==> config.mk <==
export PLATFORM = sky130hd
export DESIGN_NAME = dpc_word_compressor
export DESIGN_NICKNAME = d
export VERILOG_FILES = /design/src/rtl/dpc_pkg.sv /design/src/rtl/dpc_dict.sv /design/src/rtl/dpc_pick.sv /design/src/rtl/dpc_word_compressor.sv
export SDC_FILE = /design/constraint.sdc
export NUM_CORES = 1
export LEC_CHECK = 0
export ABC_CLOCK_PERIOD_IN_PS = 12420
export BUFFER_PORTS_ARGS = -buffer_cell sky130_fd_sc_hd__clkbuf_2
export CAP_MARGIN = 20
export CORE_MARGIN = 5
export CORE_UTILIZATION = 50
export DETAILED_ROUTE_END_ITERATION = 12
export GPL_ROUTABILITY_DRIVEN = 1
export PLACE_DENSITY = 0.67
export SYNTH_ARGS = -nofsm -noshare
export SYNTH_HDL_FRONTEND = slang
export SYNTH_HIERARCHICAL = 1
export SYNTH_SLANG_ARGS = --single-unit
==> constraint.sdc <==
create_clock -name clk -period 12.42 [get_ports clk]
set_input_delay 1.242 -clock clk [delete_from_list [all_inputs] [get_ports clk]]
set_output_delay 1.242 -clock clk [all_outputs]
set_load 0.01 [all_outputs]
==> src/rtl/dpc_pkg.sv <==
package dpc_pkg;

   typedef enum logic [2:0] {
      PAT_ZERO,
      PAT_FULL,
      PAT_LOW1,
      PAT_HI3,
      PAT_HI2,
      PAT_RAW
   } pat_e;

   function automatic logic [3:0] pat_code(pat_e p);
      case (p)
         PAT_ZERO: return 4'h0;
         PAT_RAW:  return 4'h1;
         PAT_FULL: return 4'h2;
         PAT_HI2:  return 4'hC;
         PAT_LOW1: return 4'hD;
         default:  return 4'hE;
      endcase
   endfunction

   function automatic logic [2:0] pat_code_len(pat_e p);
      return (p == PAT_ZERO || p == PAT_RAW || p == PAT_FULL) ? 3'd2 : 3'd4;
   endfunction

   function automatic logic pat_uses_dict(pat_e p);
      return (p == PAT_FULL || p == PAT_HI3 || p == PAT_HI2);
   endfunction

   function automatic logic pat_inserts(pat_e p);
      return (p == PAT_RAW || p == PAT_HI3 || p == PAT_HI2);
   endfunction

   function automatic int pat_new_bytes(pat_e p);
      case (p)
         PAT_RAW:           return 4;
         PAT_HI2:           return 2;
         PAT_HI3, PAT_LOW1: return 1;
         default:           return 0;
      endcase
   endfunction

endpackage

==> src/rtl/dpc_dict.sv <==
module dpc_dict #(
   parameter int DEPTH = 16,
   parameter int W     = 32,
   parameter int IW    = 4
) (
   input  logic          clk,
   input  logic          rst_n,
   input  logic          clear_i,
   input  logic          push_i,
   input  logic [W-1:0]  push_word_i,
   input  logic [W-1:0]  probe_i,
   output logic          hit_full_o,
   output logic [IW-1:0] idx_full_o,
   output logic          hit_hi3_o,
   output logic [IW-1:0] idx_hi3_o,
   output logic          hit_hi2_o,
   output logic [IW-1:0] idx_hi2_o
);

   logic [W-1:0]     ent_q [DEPTH];
   logic [DEPTH-1:0] vld_q;
   logic [DEPTH-1:0] live;
   logic [IW-1:0]    wp_q;
   logic [IW-1:0]    wbase;
   logic [DEPTH-1:0] m_full, m_hi3, m_hi2;

   assign live  = clear_i ? '0 : vld_q;
   assign wbase = clear_i ? '0 : wp_q;

   for (genvar g = 0; g < DEPTH; g++) begin : g_cmp
      assign m_full[g] = live[g] && (ent_q[g] == probe_i);
      assign m_hi3[g]  = live[g] && (ent_q[g][W-1:8] == probe_i[W-1:8]);
      assign m_hi2[g]  = live[g] && (ent_q[g][W-1:16] == probe_i[W-1:16]);
   end

   // lowest matching index wins
   always_comb begin
      idx_full_o = '0;
      idx_hi3_o  = '0;
      idx_hi2_o  = '0;
      for (int i = DEPTH - 1; i >= 0; i--) begin
         if (m_full[i]) idx_full_o = IW'(i);
         if (m_hi3[i])  idx_hi3_o  = IW'(i);
         if (m_hi2[i])  idx_hi2_o  = IW'(i);
      end
   end

   assign hit_full_o = |m_full;
   assign hit_hi3_o  = |m_hi3;
   assign hit_hi2_o  = |m_hi2;

   always_ff @(posedge clk or negedge rst_n) begin
      if (!rst_n) begin
         vld_q <= '0;
         wp_q  <= '0;
      end else begin
         if (clear_i) vld_q <= '0;
         if (push_i) begin
            vld_q[wbase] <= 1'b1;
            wp_q         <= wbase + IW'(1);
         end else if (clear_i) begin
            wp_q <= '0;
         end
      end
   end

   always_ff @(posedge clk) begin
      if (push_i) ent_q[wbase] <= push_word_i;
   end

endmodule

==> src/rtl/dpc_pick.sv <==
module dpc_pick
   import dpc_pkg::*;
#(
   parameter int W    = 32,
   parameter int IW   = 4,
   parameter int PB_W = 6,
   parameter int WB_W = 6
) (
   input  logic [W-1:0]    word_i,
   input  logic            hit_full_i,
   input  logic [IW-1:0]   idx_full_i,
   input  logic            hit_hi3_i,
   input  logic [IW-1:0]   idx_hi3_i,
   input  logic            hit_hi2_i,
   input  logic [IW-1:0]   idx_hi2_i,
   output logic [3:0]      code_o,
   output logic [2:0]      code_len_o,
   output logic [IW-1:0]   idx_o,
   output logic            idx_used_o,
   output logic [W-1:0]    payload_o,
   output logic [PB_W-1:0] pay_bits_o,
   output logic [WB_W-1:0] word_bits_o,
   output logic            push_o
);

   pat_e pat;

   // ordered by cost: 2, 6, 12, 16, 24, 34 bits
   always_comb begin
      if (word_i == '0)               pat = PAT_ZERO;
      else if (hit_full_i)            pat = PAT_FULL;
      else if (word_i[W-1:8] == '0)   pat = PAT_LOW1;
      else if (hit_hi3_i)             pat = PAT_HI3;
      else if (hit_hi2_i)             pat = PAT_HI2;
      else                            pat = PAT_RAW;
   end

   always_comb begin
      case (pat)
         PAT_FULL: idx_o = idx_full_i;
         PAT_HI3:  idx_o = idx_hi3_i;
         PAT_HI2:  idx_o = idx_hi2_i;
         default:  idx_o = '0;
      endcase
      case (pat_new_bytes(pat))
         4:       payload_o = word_i;
         2:       payload_o = {{(W-16){1'b0}}, word_i[15:0]};
         1:       payload_o = {{(W-8){1'b0}}, word_i[7:0]};
         default: payload_o = '0;
      endcase
   end

   assign code_o      = pat_code(pat);
   assign code_len_o  = pat_code_len(pat);
   assign idx_used_o  = pat_uses_dict(pat);
   assign push_o      = pat_inserts(pat);
   assign pay_bits_o  = PB_W'(8 * pat_new_bytes(pat));
   assign word_bits_o = WB_W'(code_len_o) + (idx_used_o ? WB_W'(IW) : '0) + WB_W'(pay_bits_o);

endmodule

==> src/rtl/dpc_word_compressor.sv <==
module dpc_word_compressor #(
   parameter int DICT_DEPTH = 16,
   parameter int LINE_WORDS = 16,
   parameter int SIZE_LIMIT = 512,
   localparam int WORD_W   = 32,
   localparam int IDX_W    = $clog2(DICT_DEPTH),
   localparam int RAW_BITS = LINE_WORDS * WORD_W,
   localparam int MAXV     = (SIZE_LIMIT > RAW_BITS) ? SIZE_LIMIT : RAW_BITS,
   localparam int SIZE_W   = $clog2(MAXV + 1),
   localparam int CLASS_W  = SIZE_W + 1,
   localparam int PB_W     = $clog2(WORD_W + 1)
) (
   input  logic               clk,
   input  logic               rst_n,
   input  logic               line_start_i,
   input  logic               word_valid_i,
   input  logic [WORD_W-1:0]  word_i,
   input  logic               word_last_i,
   output logic               code_valid_o,
   output logic [3:0]         code_o,
   output logic [2:0]         code_len_o,
   output logic [IDX_W-1:0]   dict_idx_o,
   output logic               idx_used_o,
   output logic [WORD_W-1:0]  payload_o,
   output logic [PB_W-1:0]    payload_bits_o,
   output logic               line_done_o,
   output logic [SIZE_W-1:0]  line_bits_o,
   output logic [CLASS_W-1:0] size_class_o,
   output logic               uncompressible_o
);

   localparam int WB_W = $clog2(4 + IDX_W + WORD_W + 1);

   if (DICT_DEPTH < 2 || (DICT_DEPTH & (DICT_DEPTH - 1)) != 0) begin : g_bad_depth
      $error("DICT_DEPTH must be a power of two of at least 2");
   end
   if (SIZE_LIMIT < 2) begin : g_bad_limit
      $error("SIZE_LIMIT must be at least 2");
   end
   if (LINE_WORDS < 1) begin : g_bad_words
      $error("LINE_WORDS must be at least 1");
   end

   logic               hit_f, hit_3, hit_2;
   logic [IDX_W-1:0]   ix_f, ix_3, ix_2;
   logic [3:0]         p_code;
   logic [2:0]         p_len;
   logic [IDX_W-1:0]   p_idx;
   logic               p_iu, p_push;
   logic [WORD_W-1:0]  p_pay;
   logic [PB_W-1:0]    p_pb;
   logic [WB_W-1:0]    p_wb;

   dpc_dict #(.DEPTH(DICT_DEPTH), .W(WORD_W), .IW(IDX_W)) dict_i (
      .clk(clk), .rst_n(rst_n),
      .clear_i(line_start_i),
      .push_i(word_valid_i && p_push),
      .push_word_i(word_i),
      .probe_i(word_i),
      .hit_full_o(hit_f), .idx_full_o(ix_f),
      .hit_hi3_o(hit_3),  .idx_hi3_o(ix_3),
      .hit_hi2_o(hit_2),  .idx_hi2_o(ix_2)
   );

   dpc_pick #(.W(WORD_W), .IW(IDX_W), .PB_W(PB_W), .WB_W(WB_W)) pick_i (
      .word_i(word_i),
      .hit_full_i(hit_f), .idx_full_i(ix_f),
      .hit_hi3_i(hit_3),  .idx_hi3_i(ix_3),
      .hit_hi2_i(hit_2),  .idx_hi2_i(ix_2),
      .code_o(p_code), .code_len_o(p_len), .idx_o(p_idx), .idx_used_o(p_iu),
      .payload_o(p_pay), .pay_bits_o(p_pb), .word_bits_o(p_wb), .push_o(p_push)
   );

   logic [SIZE_W-1:0] total_q, base_total;
   logic              ab_q, base_ab, over;
   logic [SIZE_W:0]   sum;

   assign base_total = line_start_i ? '0 : total_q;
   assign base_ab    = line_start_i ? 1'b0 : ab_q;
   assign sum        = {1'b0, base_total} + (SIZE_W + 1)'(p_wb);
   assign over       = base_ab || (sum > (SIZE_W + 1)'(SIZE_LIMIT));

   always_ff @(posedge clk or negedge rst_n) begin
      if (!rst_n) begin
         total_q          <= '0;
         ab_q             <= 1'b0;
         code_valid_o     <= 1'b0;
         code_o           <= '0;
         code_len_o       <= '0;
         dict_idx_o       <= '0;
         idx_used_o       <= 1'b0;
         payload_o        <= '0;
         payload_bits_o   <= '0;
         line_done_o      <= 1'b0;
         line_bits_o      <= '0;
         uncompressible_o <= 1'b0;
      end else begin
         code_valid_o <= word_valid_i && !over;
         line_done_o  <= word_valid_i && word_last_i;
         if (word_valid_i) begin
            code_o         <= p_code;
            code_len_o     <= p_len;
            dict_idx_o     <= p_idx;
            idx_used_o     <= p_iu;
            payload_o      <= p_pay;
            payload_bits_o <= p_pb;
            total_q        <= over ? base_total : sum[SIZE_W-1:0];
            ab_q           <= over;
            if (word_last_i) begin
               line_bits_o      <= over ? SIZE_W'(RAW_BITS) : sum[SIZE_W-1:0];
               uncompressible_o <= over;
            end
         end else if (line_start_i) begin
            total_q <= '0;
            ab_q    <= 1'b0;
         end
      end
   end

   // smallest power of two (>= 2) covering the reported size
   always_comb begin
      size_class_o = '0;
      for (int k = CLASS_W - 1; k >= 1; k--) begin
         if ((CLASS_W'(1) << k) >= CLASS_W'(line_bits_o)) size_class_o = CLASS_W'(1) << k;
      end
   end

endmodule

# After elaboration in Yosys (flattened, before gate mapping)
# Memory sizes are Yosys's and may differ from the RTL's.
# Index checks and enable logic that the tools add are counted.
[classes]
eq_ne = 56
muxes = 83
n_reduce_logical = 68
bitwise_logic = 1
add_sub_neg = 4
magnitude_cmp = 13
[ops]
columns = ["op", "count"]
rows = [
  ["$eq A32 B32 Y1", 16],
  ["$eq A24 B24 Y1", 16],
  ["$eq A16 B16 Y1", 16],
  ["$mux W4", 50],
  ["$mux W11", 10],
  ["$pmux W32 S3", 1],
  ["$logic_and A1 B1 Y1", 52],
  ["$reduce_or A16 Y1", 3],
  ["$mux W10", 4],
  ["$eq A32 B1 Y1 const B", 1],
  ["$eq A32 B2 Y1 const B", 1],
  ["$eq A32 B3 Y1 const B", 1],
  ["$logic_not A32 Y1", 1],
  ["$mux W16", 2],
  ["$logic_not A24 Y1", 1],
  ["$pmux W4 S5", 1],
  ["$mux W3", 6],
  ["$or A16 B16 Y16", 1],
  ["$pmux W4 S3", 1],
  ["$add A10 B6 Y11", 1],
  ["$ge A11 B10 Y1 const A", 1],
  ["$gt A11 B10 Y1 const B", 1],
  ["$ge A10 B10 Y1 const A", 1],
  ["$ge A2 B10 Y1 const A", 1],
  ["other kinds (23)", 36],
]
[totals]
ram_bits = 512
mem_count = 1
input_bits = 37
wordCells = 240
regBits = 91
[memory_table]
columns = ["name", "depth", "width", "rd", "rd_clocked_by_memory_dff", "write_ports", "line_no", "source"]
rows = [
  ["dict_i.ent_q", 16, 32, 16, 0, 1, "dpc_dict.sv:20", "logic [W-1:0] ent_q [DEPTH];"],
]

# Longest topological paths before layout
# An unclocked memory read counts as a cell.
[logic_depth]
depth_word = 20
ltp_mapped = 27
ltp_nobuf = 23

# Hierarchy
# The synthesis kept the hierarchy.
[modules_own_cells]
columns = ["module", "area_per_inst_um2", "n_inst", "seq_area_each_um2", "cells_each"]
rows = [
  ["dpc_dict", 23118.4, 1, 15875.2, 1497],
  ["dpc_word_compressor", 3523.4, 1, 1851.8, 302],
  ["dpc_pick", 619.3, 1, 0.0, 93],
]

# Worst setup path before layout
# Ideal clock, no wire load.
[synth_path]
path_type = "input to register"
from = "in word_i[5]"
to = "mem dict_i.ent_q[8][0], enable pin"
arrival_ns = 6.170
stages = 14
t_required_ns = 11.957
n_path_buf = 3
path_slack_ns = 5.788
path_cell_list = "clkbuf_1 -> buf_2 -> xor2_1 -> nor4_1 -> nand4_1 -> nand2_1 -> or3_1 -> nor2_1 -> nand2_1 -> a21oi_1 -> and2_1 -> clkbuf_1 -> nand3_1 -> nor3_1"
[synth_between]
elab_chain_len = 11
[synth_lines]
columns = ["element", "line_no", "source"]
rows = [
  ["start: declaration", "dpc_word_compressor.sv:17", "input logic [WORD_W-1:0] word_i,"],
  ["$eq A32 B32 Y1", "dpc_dict.sv:31", "assign m_full[g] = live[g] && (ent_q[g] == probe_i);"],
  ["$logic_and A1 B1 Y1", "dpc_dict.sv:31", ""],
  ["$reduce_or A16 Y1 *", "dpc_dict.sv:48", "assign hit_full_o = |m_full;"],
  ["via hit_f", "dpc_word_compressor.sv:44", "logic hit_f, hit_3, hit_2;"],
  ["$mux W3 *", "dpc_pick.sv:31", "else if (hit_full_i) pat = PAT_FULL;"],
  ["$mux W3 *", "dpc_pick.sv:30", "if (word_i == '0) pat = PAT_ZERO;"],
  ["$eq A3 B3 Y1 or $eq A3 B2 Y1 (tied branches)", "dpc_pkg.sv:32", "return (p == PAT_RAW || p == PAT_HI3 || p == PAT_HI2);"],
  ["$logic_or A1 B1 Y1", "dpc_pkg.sv:32", ""],
  ["$logic_or A1 B1 Y1 *", "dpc_pkg.sv:32", ""],
  ["via p_push", "dpc_word_compressor.sv:49", "logic p_iu, p_push;"],
  ["$logic_and A1 B1 Y1 *", "dpc_word_compressor.sv:57", ".push_i(word_valid_i && p_push),"],
  ["$mux W1 *", "dpc_dict.sv:68", "if (push_i) ent_q[wbase] <= push_word_i;"],
  ["$mux W1 (not written as such) *", "dpc_dict.sv:68", ""],
  ["end: declaration", "dpc_dict.sv:20", ""],
]
# The timed path passes the listed nets; every way through them passes the cells marked *.

# Worst setup path after layout
[layout_path]
from = "in word_i[23]"
to = "reg total_q[0]"
[layout_rtl]
columns = ["element", "line_no", "source"]
rows = [
  ["$eq A32 B32 Y1", "dpc_dict.sv:31", ""],
  ["$logic_and A1 B1 Y1", "dpc_dict.sv:31", ""],
  ["$reduce_or A16 Y1 *", "dpc_dict.sv:48", ""],
  ["via hit_f", "dpc_word_compressor.sv:44", ""],
  ["$mux W3 *", "dpc_pick.sv:31", ""],
  ["$mux W3 *", "dpc_pick.sv:30", ""],
  ["$eq A3 B1 Y1 or $eq A3 B2 Y1 (tied branches)", "dpc_pkg.sv:28", "return (p == PAT_FULL || p == PAT_HI3 || p == PAT_HI2);"],
  ["$logic_or A1 B1 Y1", "dpc_pkg.sv:28", ""],
  ["(+1 left out)", "-", ""],
  ["via p_iu", "dpc_word_compressor.sv:49", ""],
  ["(+1 left out)", "-", ""],
  ["$add A3 B6 Y6 *", "dpc_pick.sv:58", "assign word_bits_o = WB_W'(code_len_o) + (idx_used_o ? WB_W'(IW) : '0) + WB_W'(pay_bits_o);"],
  ["$add A6 B6 Y6 *", "dpc_pick.sv:58", ""],
  ["via p_wb[5]", "dpc_word_compressor.sv:52", "logic [WB_W-1:0] p_wb;"],
  ["$add A10 B6 Y11 *", "dpc_word_compressor.sv:80", "assign sum = {1'b0, base_total} + (SIZE_W + 1)'(p_wb);"],
  ["$gt A11 B10 Y1 *", "dpc_word_compressor.sv:81", "assign over = base_ab || (sum > (SIZE_W + 1)'(SIZE_LIMIT));"],
  ["$logic_or A1 B1 Y1 *", "dpc_word_compressor.sv:81", ""],
  ["$mux W10 *", "dpc_word_compressor.sv:107", "total_q <= over ? base_total : sum[SIZE_W-1:0];"],
  ["$mux W10 *", "dpc_word_compressor.sv:100", "if (word_valid_i) begin"],
  ["end signal: assignment", "dpc_word_compressor.sv:107", ""],
  ["end: declaration", "dpc_word_compressor.sv:74", "logic [SIZE_W-1:0] total_q, base_total;"],
]
# Marked as above.
# A chain may end at the register's enable or synchronous reset.

==> results.md <==
- Postcts setup bufs: 0
- Worst slack at placement: 4.34 ns
- Starting Density: 50.6%
- Largest stage delay on the critical path: 0.85 ns
- Synthesized flop and latch total: 606
- Slew Limit Fails: 0
- Critical path endpoint category: register
- Met2 WL post-DR: 29.3 mm
- Final worst-path cycle share: 61.3%
- Type of the worst min-delay path: reg2reg
- Leading post-synthesis cells by cell area: edfxtp_1, xor2_1, dfrtp_1
- Yosys warns: 6
- Placed insts: 2652
- Port Buf Inserts: 109
- Post-layout util: 56.6%
- Resized cells post-CTS: 0
- Clock root cell: clkbuf_16
- Rel. slew slack: 29.4%
- Layout cells sized above 1: 16.6%
- Area delta synth->final: 12.0%
- Synth async-reset ratio: 15.5%
- Initial DRT Pass Iterations: 5
- Worst-Skew Late Latency: 0.59 ns
- Commonest non-fill, non-tap cells in the layout: edfxtp_1, xor2_1, xnor2_1
- Routed len/inst: 22.3 µm
- Hold depth: 2
- Post-synth EDFFs: 512
- Top layer reached by signal wires: met4
- Die W: 244 µm
- All-Layer GR Usage: 20.7%
- Rows: 85
- Nets@finish: 2078
- Grt ovf: 0
- FF+latch area: 17700 µm²
- Buffers & Inverters on Critical Path: 2
- Core ar.: 53900 µm²
- Clk sink count: 606
- Number of antenna violations at the first check in global routing: 0
- Vias in the first global route: 15700
- Critical path class: in2reg
- Mapped Area: 27300 µm²
- Critical path's slowest cell: nor4_1
- Crit-path cells: clkbuf_2 -> xor2_1 -> nor4_1 -> nand4_1 -> nor4_1 -> nand3_1 -> nand3b_1 -> nor2_1 -> nand2_1 -> inv_1 -> o22ai_1 -> ha_1 -> ha_1 -> ha_1 -> xor2_1 -> ha_1 -> o21ai_0 -> nor4_1 -> nor4_1 -> and2_1 -> a32o_2 -> mux2_2
- First-pass GRT wire length: 95.6 mm
- Unrepaired setup endpoints after global routing: false
- Final setup viols: 0
- Main synth FF type: edfxtp_1
- Critical Path AT: 8.07 ns
- CP delay by family, top: simple AND/OR/NAND/NOR gates
- Synth unique cells: 81
- Clock tree from TritonCTS: done
- Final Skew: 0.0272 ns
- Cell Count, Final, Fillers Out: 2773
- Levels on crit path: 22
- Most common cell after layout, fill and taps aside: edfxtp_1
- WP data required: 12.88 ns
- Fill count: 4268
- Post-Syn Instances: 1892
- Syn_area_per_cell: 14.4 µm²
- Met1 wire length: 28.4 mm
- Final WS setup: 4.81 ns
- Power per cell area: 144 nW/µm²
- Post-route setup TNS: 0 ns
- Clock slew at reported path FFs: 0.06 ns
- Sequential share of the synthesized area: 65.0%
- Largest net degree at the start of global routing: 76
- DRT iter0 DRCs: 1149
- I/O Pins: 111
- Met3 WL post-DR: 2.87 mm
- Peak supply drop: 0.112 mV
- Post-synth top area share: 56.4%
- Hold bufs inserted after CTS: 0
- CTS Buffer Depth: 3
- # diodes: 0
- Hold Vio Cnt, Final: 0
- Final WL: 61.7 mm
- Period minus WS final: 7.61 ns
- DP HPWL: 36.9 mm
- Die area: 59300 µm²
- DR vias: 15500
- Multi-input combinational cell area: 8910 µm²
- Worst-Margin Slew: 1.06 ns
- Total of max-cap violations: 0
- Placer Congestion: 0.888
- Routed Antenna Nets: 0
- Crit Path Max Fanout: 34
- Fmax: 131 MHz
- CTS buffer count: 66
- Leakage: 10.7 nW
- Cell accounting for the most synthesized area: edfxtp_1
- Die Ht: 244 µm
- R2R depth: 22
- DRC viols: 0
- Vias per Instance: 5.59
- Htree depth: 3
- Pwr Total: 4.40 mW
- Startpoint Class: input pin
- Status: finished clean
## layout make-up
cell class | count | area share [%]
repair buffers | 160 | 3.17
clock inverters | 22 | 0.447
multi-input cells | 1171 | 29.2
inverters | 22 | 0.270
well taps | 696 | 2.85
clock buffers | 96 | 6.05
flip-flops and latches | 606 | 58.0
## layer usage
layer  up-vias  global-route usage (%)
li1       7111                       -
met1      7928                    29.7
met2       388                    33.7
met3        76                    3.39
met4         0                    4.80
met5         -                       0
## logic make-up (layout without fill, tap and decap cells)
logic type                 count (synthesis)  after routing  share of synthesized area, %
DFF                                      606            606                          65.0
xor gates and xnor gates                 517            517                          16.6
and+or+nand+nor                          460            460                          9.71
buffers and inverters                    119            300                          2.49
AOI/OAI and AO/OA                        118            118                          3.13
muxes                                     56             56                          2.32
adders and majority gates                 14             14                         0.670
other                                      2              6                        0.0275
## power breakdown
| part | internal [mW] | leakage (nW) | switching, mW | total [mW] |
|---|---|---|---|---|
| registers | 2.25 | 5.81 | 0.0234 | 2.27 |
| clock network | 1.05 | 0.956 | 0.760 | 1.81 |
| logic | 0.114 | 3.92 | 0.199 | 0.313 |
| total | 3.42 | 10.7 | 0.982 | 4.40 |
## synth_stat cells, types with 4 or more instances
cell,count
edfxtp_1,512
xor2_1,290
xnor2_1,226
dfrtp_1,94
nor4_1,83
nand4_1,64
nor2_1,64
mux2_2,53
nand2_1,53
buf_2,35
nor3_1,30
nand2b_1,29
a21oi_1,28
and2_1,28
clkbuf_1,25
inv_1,22
nand3_1,22
nor2b_1,21
o21ai_0,19
buf_6,17
buf_4,16
and3_1,14
ha_1,13
or2_2,9
nand3b_1,6
o211ai_1,6
or3_1,6
a211oi_1,5
o21bai_1,5
o22ai_1,5
o31ai_1,5
o32ai_1,5
buf_1,4
nor3b_1,4
o21ai_1,4
## registers in the layout (all words and copies together), names as in the netlist
name,flops
dict_i/ent_q,512
dict_idx_o,4
dict_i/wp_q,4
code_o,4
code_valid_o,1
line_bits_o,10
total_q,10
payload_o,32
idx_used_o,1
line_done_o,1
ab_q,1
payload_bits_o,6
dict_i/vld_q,16
code_len_o,3
uncompressible_o,1
## final timing paths
path	from	endpoint	slack, ns
setup / recovery	word_i[23]	total_q[0]	4.81
min in group asynchronous	rst_n	dict_i/vld_q[0]	0.52
hold / removal	dict_i/vld_q[1]	dict_i/vld_q[1]	0.48
hold reg to reg	dict_i/vld_q[1]	dict_i/vld_q[1]	0.48
max in group asynchronous	rst_n	dict_i/vld_q[13]	10.99
setup reg to reg	dict_i/ent_q[1][27]	total_q[0]	5.73
## per-stage QoR
step	hold WS [ns]	cell area [µm²]
finish	0.484	30500
global route	0.512	30500
CTS	0.491	30500
detailed placement	0.473	28500
global placement	0.472	28500
floorplan	0.452	27300
## worst register-to-register path: stages, from the launching register on
cell      delay [ns]
edfxtp_1        0.38
xor2_1          0.16
nor4_1          0.36
nand4_1         0.15
nor3_1          0.82
nand4_1         0.31
nand2_1         0.18
or3_1           0.16
nor2_1          0.06
nand2_1         0.62
inv_1           0.17
o22ai_1         0.22
ha_1            0.21
ha_1            0.16
ha_1            0.15
xor2_1          0.24
ha_1            0.33
o21ai_0         0.41
nor4_1          0.09
nor4_1          0.43
and2_1          0.21
a32o_2          0.38
mux2_2          0.38
Note: power is estimated with default switching activity, not from simulation.
